File: src/rtl/spi_mem_pkg.sv
package spi_mem_pkg;
  localparam logic [7:0] OP_WREN  = 8'h06;
  localparam logic [7:0] OP_WRDI  = 8'h04;
  localparam logic [7:0] OP_READ  = 8'h03;
  localparam logic [7:0] OP_WRITE = 8'h02;

  typedef enum logic [2:0] {
    ST_IDLE,
    ST_OPC,
    ST_ADDR,
    ST_RD,
    ST_WR,
    ST_SKIP
  } eng_state_e;
endpackage

File: src/rtl/spi_mem_sync.sv
module spi_mem_sync #(
  parameter int                W       = 4,
  parameter logic [W-1:0]      RST_VAL = '0
) (
  input  logic         clk_i,
  input  logic         rst_ni,
  input  logic [W-1:0] d_i,
  output logic [W-1:0] q_o
);
  logic [W-1:0] meta_q, sync_q;

  always_ff @(posedge clk_i or negedge rst_ni) begin
    if (!rst_ni) begin
      meta_q <= RST_VAL;
      sync_q <= RST_VAL;
    end else begin
      meta_q <= d_i;
      sync_q <= meta_q;
    end
  end

  assign q_o = sync_q;
endmodule

File: src/rtl/spi_mem_frontend.sv
module spi_mem_frontend (
  input  logic clk_i,
  input  logic rst_ni,
  input  logic sck_s_i,
  input  logic cs_s_i,
  input  logic hold_s_i,
  output logic sck_rise_o,
  output logic sck_fall_o,
  output logic cs_fall_o,
  output logic paused_o
);
  logic sck_q, cs_q, paused_q;

  always_ff @(posedge clk_i or negedge rst_ni) begin
    if (!rst_ni) begin
      sck_q    <= 1'b0;
      cs_q     <= 1'b1;
      paused_q <= 1'b0;
    end else begin
      sck_q <= sck_s_i;
      cs_q  <= cs_s_i;
      if (cs_s_i)        paused_q <= 1'b0;
      else if (!sck_s_i) paused_q <= ~hold_s_i;  // hold changes only with SCK low
    end
  end

  assign sck_rise_o = sck_s_i & ~sck_q & ~paused_q & ~cs_s_i;
  assign sck_fall_o = ~sck_s_i & sck_q & ~paused_q & ~cs_s_i;
  assign cs_fall_o  = ~cs_s_i & cs_q;
  assign paused_o   = paused_q;
endmodule

File: src/rtl/spi_mem_array.sv
module spi_mem_array #(
  parameter int DEPTH = 256,
  parameter int DW    = 8,
  localparam int AW   = $clog2(DEPTH)
) (
  input  logic          clk_i,
  input  logic          rst_ni,
  input  logic          wr_stb_i,
  input  logic [AW-1:0] wr_addr_i,
  input  logic [DW-1:0] wr_data_i,
  input  logic [AW-1:0] rd_addr_i,
  output logic [DW-1:0] rd_data_o
);
  logic [DW-1:0] mem_q [DEPTH];

  always_ff @(posedge clk_i or negedge rst_ni) begin
    if (!rst_ni) begin
      for (int i = 0; i < DEPTH; i++) mem_q[i] <= '0;
    end else if (wr_stb_i) begin
      mem_q[wr_addr_i] <= wr_data_i;
    end
  end

  assign rd_data_o = mem_q[rd_addr_i];
endmodule

File: src/rtl/spi_mem_engine.sv
module spi_mem_engine
  import spi_mem_pkg::*;
#(
  parameter int DEPTH = 256,
  parameter int DW    = 8,
  parameter int PAGE  = 4,
  localparam int AW   = $clog2(DEPTH),
  localparam int CW   = $clog2(DW),
  localparam int PW   = $clog2(PAGE)
) (
  input  logic          clk_i,
  input  logic          rst_ni,
  input  logic          cs_s_i,
  input  logic          cs_fall_i,
  input  logic          sck_rise_i,
  input  logic          sck_fall_i,
  input  logic          si_s_i,
  input  logic [DW-1:0] rd_data_i,
  output logic [AW-1:0] rd_addr_o,
  output logic          wr_stb_o,
  output logic [AW-1:0] wr_addr_o,
  output logic [DW-1:0] wr_data_o,
  output logic          so_o,
  output logic          so_drv_o,
  output logic          wel_o
);
  localparam logic [CW-1:0] LAST = CW'(DW - 1);

  eng_state_e    st_q;
  logic [CW-1:0] bit_q;
  logic [DW-1:0] sh_q, out_q;
  logic [AW-1:0] addr_q, page_nxt;
  logic          rd_q, wel_q, wr_any_q, so_q, drv_q;
  logic          wr_stb_q;
  logic [AW-1:0] wr_addr_q;
  logic [DW-1:0] wr_data_q;
  logic [DW-1:0] byte_in;

  assign byte_in = {sh_q[DW-2:0], si_s_i};

  generate
    if (PW == 0) begin : g_nopage
      assign page_nxt = addr_q;
    end else begin : g_page
      assign page_nxt = {addr_q[AW-1:PW], addr_q[PW-1:0] + 1'b1};
    end
  endgenerate

  // fetch for the byte that will be loaded at the next byte boundary
  assign rd_addr_o = (st_q == ST_ADDR) ? byte_in[AW-1:0] : addr_q + AW'(1);

  always_ff @(posedge clk_i or negedge rst_ni) begin
    if (!rst_ni) begin
      st_q      <= ST_IDLE;
      bit_q     <= '0;
      sh_q      <= '0;
      out_q     <= '0;
      addr_q    <= '0;
      rd_q      <= 1'b0;
      wel_q     <= 1'b0;
      wr_any_q  <= 1'b0;
      so_q      <= 1'b0;
      drv_q     <= 1'b0;
      wr_stb_q  <= 1'b0;
      wr_addr_q <= '0;
      wr_data_q <= '0;
    end else begin
      wr_stb_q <= 1'b0;
      if (cs_s_i) begin
        st_q  <= ST_IDLE;
        bit_q <= '0;
        drv_q <= 1'b0;
        so_q  <= 1'b0;
        if (wr_any_q) begin
          wel_q    <= 1'b0;
          wr_any_q <= 1'b0;
        end
      end else if (cs_fall_i) begin
        st_q  <= ST_OPC;
        bit_q <= '0;
      end else if (sck_rise_i && st_q != ST_IDLE && st_q != ST_SKIP) begin
        sh_q  <= byte_in;
        bit_q <= bit_q + 1'b1;
        if (bit_q == LAST) begin
          unique case (st_q)
            ST_OPC: begin
              if (byte_in[7:0] == OP_WREN) begin
                wel_q <= 1'b1;
                st_q  <= ST_SKIP;
              end else if (byte_in[7:0] == OP_WRDI) begin
                wel_q <= 1'b0;
                st_q  <= ST_SKIP;
              end else if (byte_in[7:0] == OP_READ) begin
                rd_q <= 1'b1;
                st_q <= ST_ADDR;
              end else if (byte_in[7:0] == OP_WRITE) begin
                rd_q <= 1'b0;
                st_q <= ST_ADDR;
              end else begin
                st_q <= ST_SKIP;
              end
            end
            ST_ADDR: begin
              addr_q <= byte_in[AW-1:0];
              if (rd_q) begin
                st_q  <= ST_RD;
                out_q <= rd_data_i;
              end else if (wel_q) begin
                st_q <= ST_WR;
              end else begin
                st_q <= ST_SKIP;
              end
            end
            ST_RD: begin
              addr_q <= addr_q + AW'(1);
              out_q  <= rd_data_i;
            end
            ST_WR: begin
              wr_stb_q  <= 1'b1;
              wr_addr_q <= addr_q;
              wr_data_q <= byte_in;
              addr_q    <= page_nxt;
              wr_any_q  <= 1'b1;
            end
            default: st_q <= ST_SKIP;
          endcase
        end
      end else if (sck_fall_i && st_q == ST_RD) begin
        so_q  <= out_q[DW-1];
        out_q <= {out_q[DW-2:0], 1'b0};
        drv_q <= 1'b1;
      end
    end
  end

  assign wr_stb_o  = wr_stb_q;
  assign wr_addr_o = wr_addr_q;
  assign wr_data_o = wr_data_q;
  assign so_o      = so_q;
  assign so_drv_o  = drv_q;
  assign wel_o     = wel_q;
endmodule

File: src/rtl/spi_mem_slave.sv
module spi_mem_slave #(
  parameter int DEPTH = 256,
  parameter int DW    = 8,
  parameter int PAGE  = 4,
  localparam int AW   = $clog2(DEPTH)
) (
  input  logic clk_i,
  input  logic rst_ni,
  input  logic cs_ni,
  input  logic sck_i,
  input  logic si_i,
  input  logic hold_ni,
  output logic so_o,
  output logic so_en_o
);
  logic cs_s, sck_s, si_s, hold_s;
  logic sck_rise, sck_fall, cs_fall, paused;
  logic so_drv, wel;
  logic wr_stb;
  logic [AW-1:0] wr_addr, rd_addr;
  logic [DW-1:0] wr_data, rd_data;

  spi_mem_sync #(.W(4), .RST_VAL(4'b1010)) u_sync (
    .clk_i (clk_i),
    .rst_ni(rst_ni),
    .d_i   ({cs_ni, sck_i, hold_ni, si_i}),
    .q_o   ({cs_s, sck_s, hold_s, si_s})
  );

  spi_mem_frontend u_front (
    .clk_i     (clk_i),
    .rst_ni    (rst_ni),
    .sck_s_i   (sck_s),
    .cs_s_i    (cs_s),
    .hold_s_i  (hold_s),
    .sck_rise_o(sck_rise),
    .sck_fall_o(sck_fall),
    .cs_fall_o (cs_fall),
    .paused_o  (paused)
  );

  spi_mem_engine #(.DEPTH(DEPTH), .DW(DW), .PAGE(PAGE)) u_eng (
    .clk_i     (clk_i),
    .rst_ni    (rst_ni),
    .cs_s_i    (cs_s),
    .cs_fall_i (cs_fall),
    .sck_rise_i(sck_rise),
    .sck_fall_i(sck_fall),
    .si_s_i    (si_s),
    .rd_data_i (rd_data),
    .rd_addr_o (rd_addr),
    .wr_stb_o  (wr_stb),
    .wr_addr_o (wr_addr),
    .wr_data_o (wr_data),
    .so_o      (so_o),
    .so_drv_o  (so_drv),
    .wel_o     (wel)
  );

  spi_mem_array #(.DEPTH(DEPTH), .DW(DW)) u_mem (
    .clk_i    (clk_i),
    .rst_ni   (rst_ni),
    .wr_stb_i (wr_stb),
    .wr_addr_i(wr_addr),
    .wr_data_i(wr_data),
    .rd_addr_i(rd_addr),
    .rd_data_o(rd_data)
  );

  assign so_en_o = so_drv & ~cs_s & ~paused;
endmodule

File: config.mk
export PLATFORM = sky130hd
export DESIGN_NAME = spi_mem_slave
export DESIGN_NICKNAME = d
export VERILOG_FILES = /design/src/rtl/spi_mem_pkg.sv /design/src/rtl/spi_mem_sync.sv /design/src/rtl/spi_mem_frontend.sv /design/src/rtl/spi_mem_array.sv /design/src/rtl/spi_mem_engine.sv /design/src/rtl/spi_mem_slave.sv
export SDC_FILE = /design/constraint.sdc
export NUM_CORES = 2
export LEC_CHECK = 0
export ABC_AREA = 1
export BUFFER_PORTS_ARGS = -buffer_cell sky130_fd_sc_hd__buf_2
export CORE_MARGIN = 2
export CORE_UTILIZATION = 35
export DETAILED_ROUTE_END_ITERATION = 8
export PLACE_DENSITY = 0.53
export SLEW_MARGIN = 20
export SYNTH_ARGS = -nofsm -noshare
export SYNTH_HDL_FRONTEND = slang
export SYNTH_SLANG_ARGS = --single-unit
File: constraint.sdc
create_clock -name clk_i -period 3.1 [get_ports clk_i]
set_clock_uncertainty 0.05 [all_clocks]
set_input_delay 0.62 -clock clk_i [delete_from_list [all_inputs] [get_ports clk_i]]
set_output_delay 0.62 -clock clk_i [all_outputs]
set_load 0.02 [all_outputs]
==> flow_summary.toml <==
[grt]
grt_max_degree = 131
use_met3_pct = 3.18
antenna_found_initial = 9
first_global_vias = 81200
grt_pass1_wl_mm = 519
grtUsageTotal_pct = 23.1
grt.busiest_layer = "met2"
grt.overflow.total = 0
grtUsageMet1_pct = 33.9
grtUsageMet2_pct = 35.8

[clock_tree]
numCtsBuffers = 236
h-tree-depth = 4
cts-root-buf = "clkbuf_16"
clk_pin_slew_worst_paths_ps = 60
cts_sinks = 2110
clock_latency_ps = 920
tritoncts = "yes"
clk_path_buf_depth = 4

[setup_path]
r2r.worst_path.cells = 21
critical_path_required_ps = 3900
crit_path_end_kind = "register"
start_kind = "register"
arrival_ps = 3850
critPathKind = "register to register"
path_max_fanout = 10

[final_layout]
nets = 12800
mostFrequentLayoutCell = "nand2_1"
layout_common_cells = "nand2_1 (4,658), dfrtp_1 (2,105), o21ai_0 (2,080), nand3_1 (1,483), inv_1 (1,098)"
fill_cells = 29300
area_delta_synth_final_pct = 17.0
drive_above_1_share_pct = 8.94
final_cells = 16800

[yosys]
syn_inst = 12900
synth_fp_nets = 12900
synthMuxAreaShare_pct = 0.0339
synth_top_family_by_area = "simple AND/OR/NAND/NOR gates"
syn-cell-area_sq_mm = 0.0998
yosysWarnings = 0
synthAdderAreaFrac_pct = 0.0376
synth_cell_type_count = 35
yosysSeqAreaShare_pct = 52.9
ys_seq_elements = 2110
synth_xor_area_share_pct = 0.0263
synth_simple_gate_area_share_pct = 26.3
synth-compound-area-share_pct = 12.2
syn_avg_cell_area_sq_um = 7.71

[place]
gp_congestion = 0.877
dp_hpwl_mm = 212
dp.cells = 16300
port_buffers = 7

[floorplanning]
ios = 8
start_util_pct = 35.1
num_rows = 196
coreArea_sq_mm = 0.284
chipHeight_microns = 538
dieArea_sq_mm = 0.289
die_w_microns = 538

[sta]
setup_viol = 0
fmax_mhz = 328
min_period_ps = 3050
relSlewSlack_pct = 45.6
finalSetupTns_ps = 0
holdWs_ps = 223
period_share_pct = 98.4
finalHoldViolCount = 0
worstMarginPinSlew_ps = 815
rsz0062_at_grt = "true"
drv_slew = 0

[detailed_routing]
drt_iter0_markers = 8438
wl_per_cell_microns = 20.4
num_vias = 85800
drt_wl_total_mm = 343
drt-vias-per-instance = 5.11
route.detailed.drc = 0
dr.pass1.iters = 6
ant_nets = 0

[pwr]
p_leak_nw = 52.7
peakVddDrop_uv = 463
power_density_mw_per_mm2 = 485
totalPowerFinal_mw = 56.7

[status]
status = "finished clean"

[hold_path]
hold_path_class = "input port to async pin"

[job]
maxCapViolations = 0
Yosys cell counts (all sizes together):
| cell type | number | share of area, % |
|---|---|---|
| o21ai | 2097 | 11 |
| mux2 | 3 | 0.034 |
| o32ai | 1 | 0.0088 |
| nand2 | 4660 | 18 |
| a22o | 2 | 0.018 |
| nand4 | 6 | 0.038 |
| dfrtp | 2105 | 53 |
| nand3 | 1611 | 8.1 |
| nor3 | 15 | 0.075 |
| ha | 3 | 0.038 |
| or2 | 1 | 0.0063 |
| nor2 | 63 | 0.24 |
| a211oi | 2 | 0.015 |
| dfstp | 5 | 0.13 |
| a221oi | 2 | 0.018 |
| inv | 1111 | 4.2 |
| nand3b | 49 | 0.37 |
| o211ai | 197 | 1.5 |
| a22oi | 1 | 0.0075 |
| a311oi | 2 | 0.018 |
| o2111ai | 1 | 0.0088 |
| xor2 | 2 | 0.018 |
| clkbuf | 553 | 2.1 |
| buf | 420 | 2.2 |
| a21oi | 18 | 0.090 |
| clkinv | 1 | 0.0038 |
| xnor2 | 1 | 0.0088 |
| nor4 | 1 | 0.0063 |
layout make-up:
cell class              instances  area [sq um]  share of cell area [%]
flip-flops and latches       2110         52800                    45.2
multi-input cells            8738         39500                    33.9
repair buffers                634          7740                    6.63
clock buffers                 369          7090                    6.07
well taps                    3762          4710                    4.03
inverters                    1112          4250                    3.64
clock inverters                56           611                   0.523
diodes                          2          5.00                 0.00429
flip-flops by register name (all words and copies together), names as in the netlist, 3 cells and up:
signal / flops
u_mem.mem_q: 2048
u_eng.wr_data_o: 8
u_eng.sh_q: 7
u_eng.out_q: 8
u_sync.meta_q: 4
u_eng.bit_q: 3
u_eng.wr_addr_o: 8
u_sync.q_o: 4
u_eng.addr_q: 8
u_eng.st_q: 3
report_power, final:
part,total [mW],switching [mW],internal (mW)
logic,0.770,0.640,0.129
clock network,28.3,11.9,16.4
registers,27.6,0.0149,27.6
total,56.7,12.5,44.1
worst paths after layout:
kind | from | endpoint | slack [ps]
setup / recovery | u_eng.st_q[2]$_DFFE_PN0P_ | u_eng.out_q[2]$_DFFE_PN0P_ | 50
min in group clk_i | cs_ni | u_sync.meta_q[3]$_DFF_PN1_ | 290
setup reg to reg | u_eng.st_q[2]$_DFFE_PN0P_ | u_eng.out_q[2]$_DFFE_PN0P_ | 50
hold reg to reg | u_sync.meta_q[3]$_DFF_PN1_ | u_sync.q_o[3]$_DFF_PN1_ | 300
hold / removal | rst_ni | u_mem.mem_q[135]$_DFFE_PN0P_ | 220
max in group asynchronous | rst_ni | u_mem.mem_q[1383]$_DFFE_PN0P_ | 1550
critical path, stage by stage (launching register included):
cell and delay (ps):
dfrtp_1 380, inv_2 100, buf_4 120, nand4_1 170, nand2_4 150, buf_12 140, buf_16 170, buf_16 210
buf_4 150, clkbuf_16 160, nand2_1 50, nand2_1 60, nand2_1 40, nand3_1 120, nand3_1 120, nand3_1 230
nand3_2 190, nand3_1 120, nand3_1 70, nand3_1 80, nand2_1 50, nand2_1 50
stage by stage:
stage	instance area, sq um	util, %	worst slack (ps)
6_report	117000	41.0	50.0
5_1_grt	117000	41.0	-69.1
4_1_cts	115000	40.3	-7.42
3_5_place_dp	107000	37.5	-287
3_3_place_gp	107000	37.5	-319
2_1_floorplan	99800	-	916
metal layers:
metal	part of all wire, %	up-vias
li1	-	41300
met1	46	41600
met2	44	2427
met3	6.3	470
met4	3.0	0
met5	0	-
logic make-up (layout without fill, tap and decap cells):
logic type                 after synthesis  after routing
and+or+nand+nor                       6406           6406
AOI/OAI and AO/OA                     2323           2323
DFF                                   2110           2110
buffers and inverters                 2085           2171
adders and majority gates                3              3
xor gates and xnor gates                 3              3
muxes                                    3              3
other                                    0              2
timing repair:
item,in CTS,in global routing
buffers inserted,7,31
resized for setup,31,189
cloned,1,29
pin swaps,1,11
endpoints found under the setup margin,8,8
endpoints found under the hold margin,153,0
hold buffers,5,0
(Power assumes the default switching activity.)
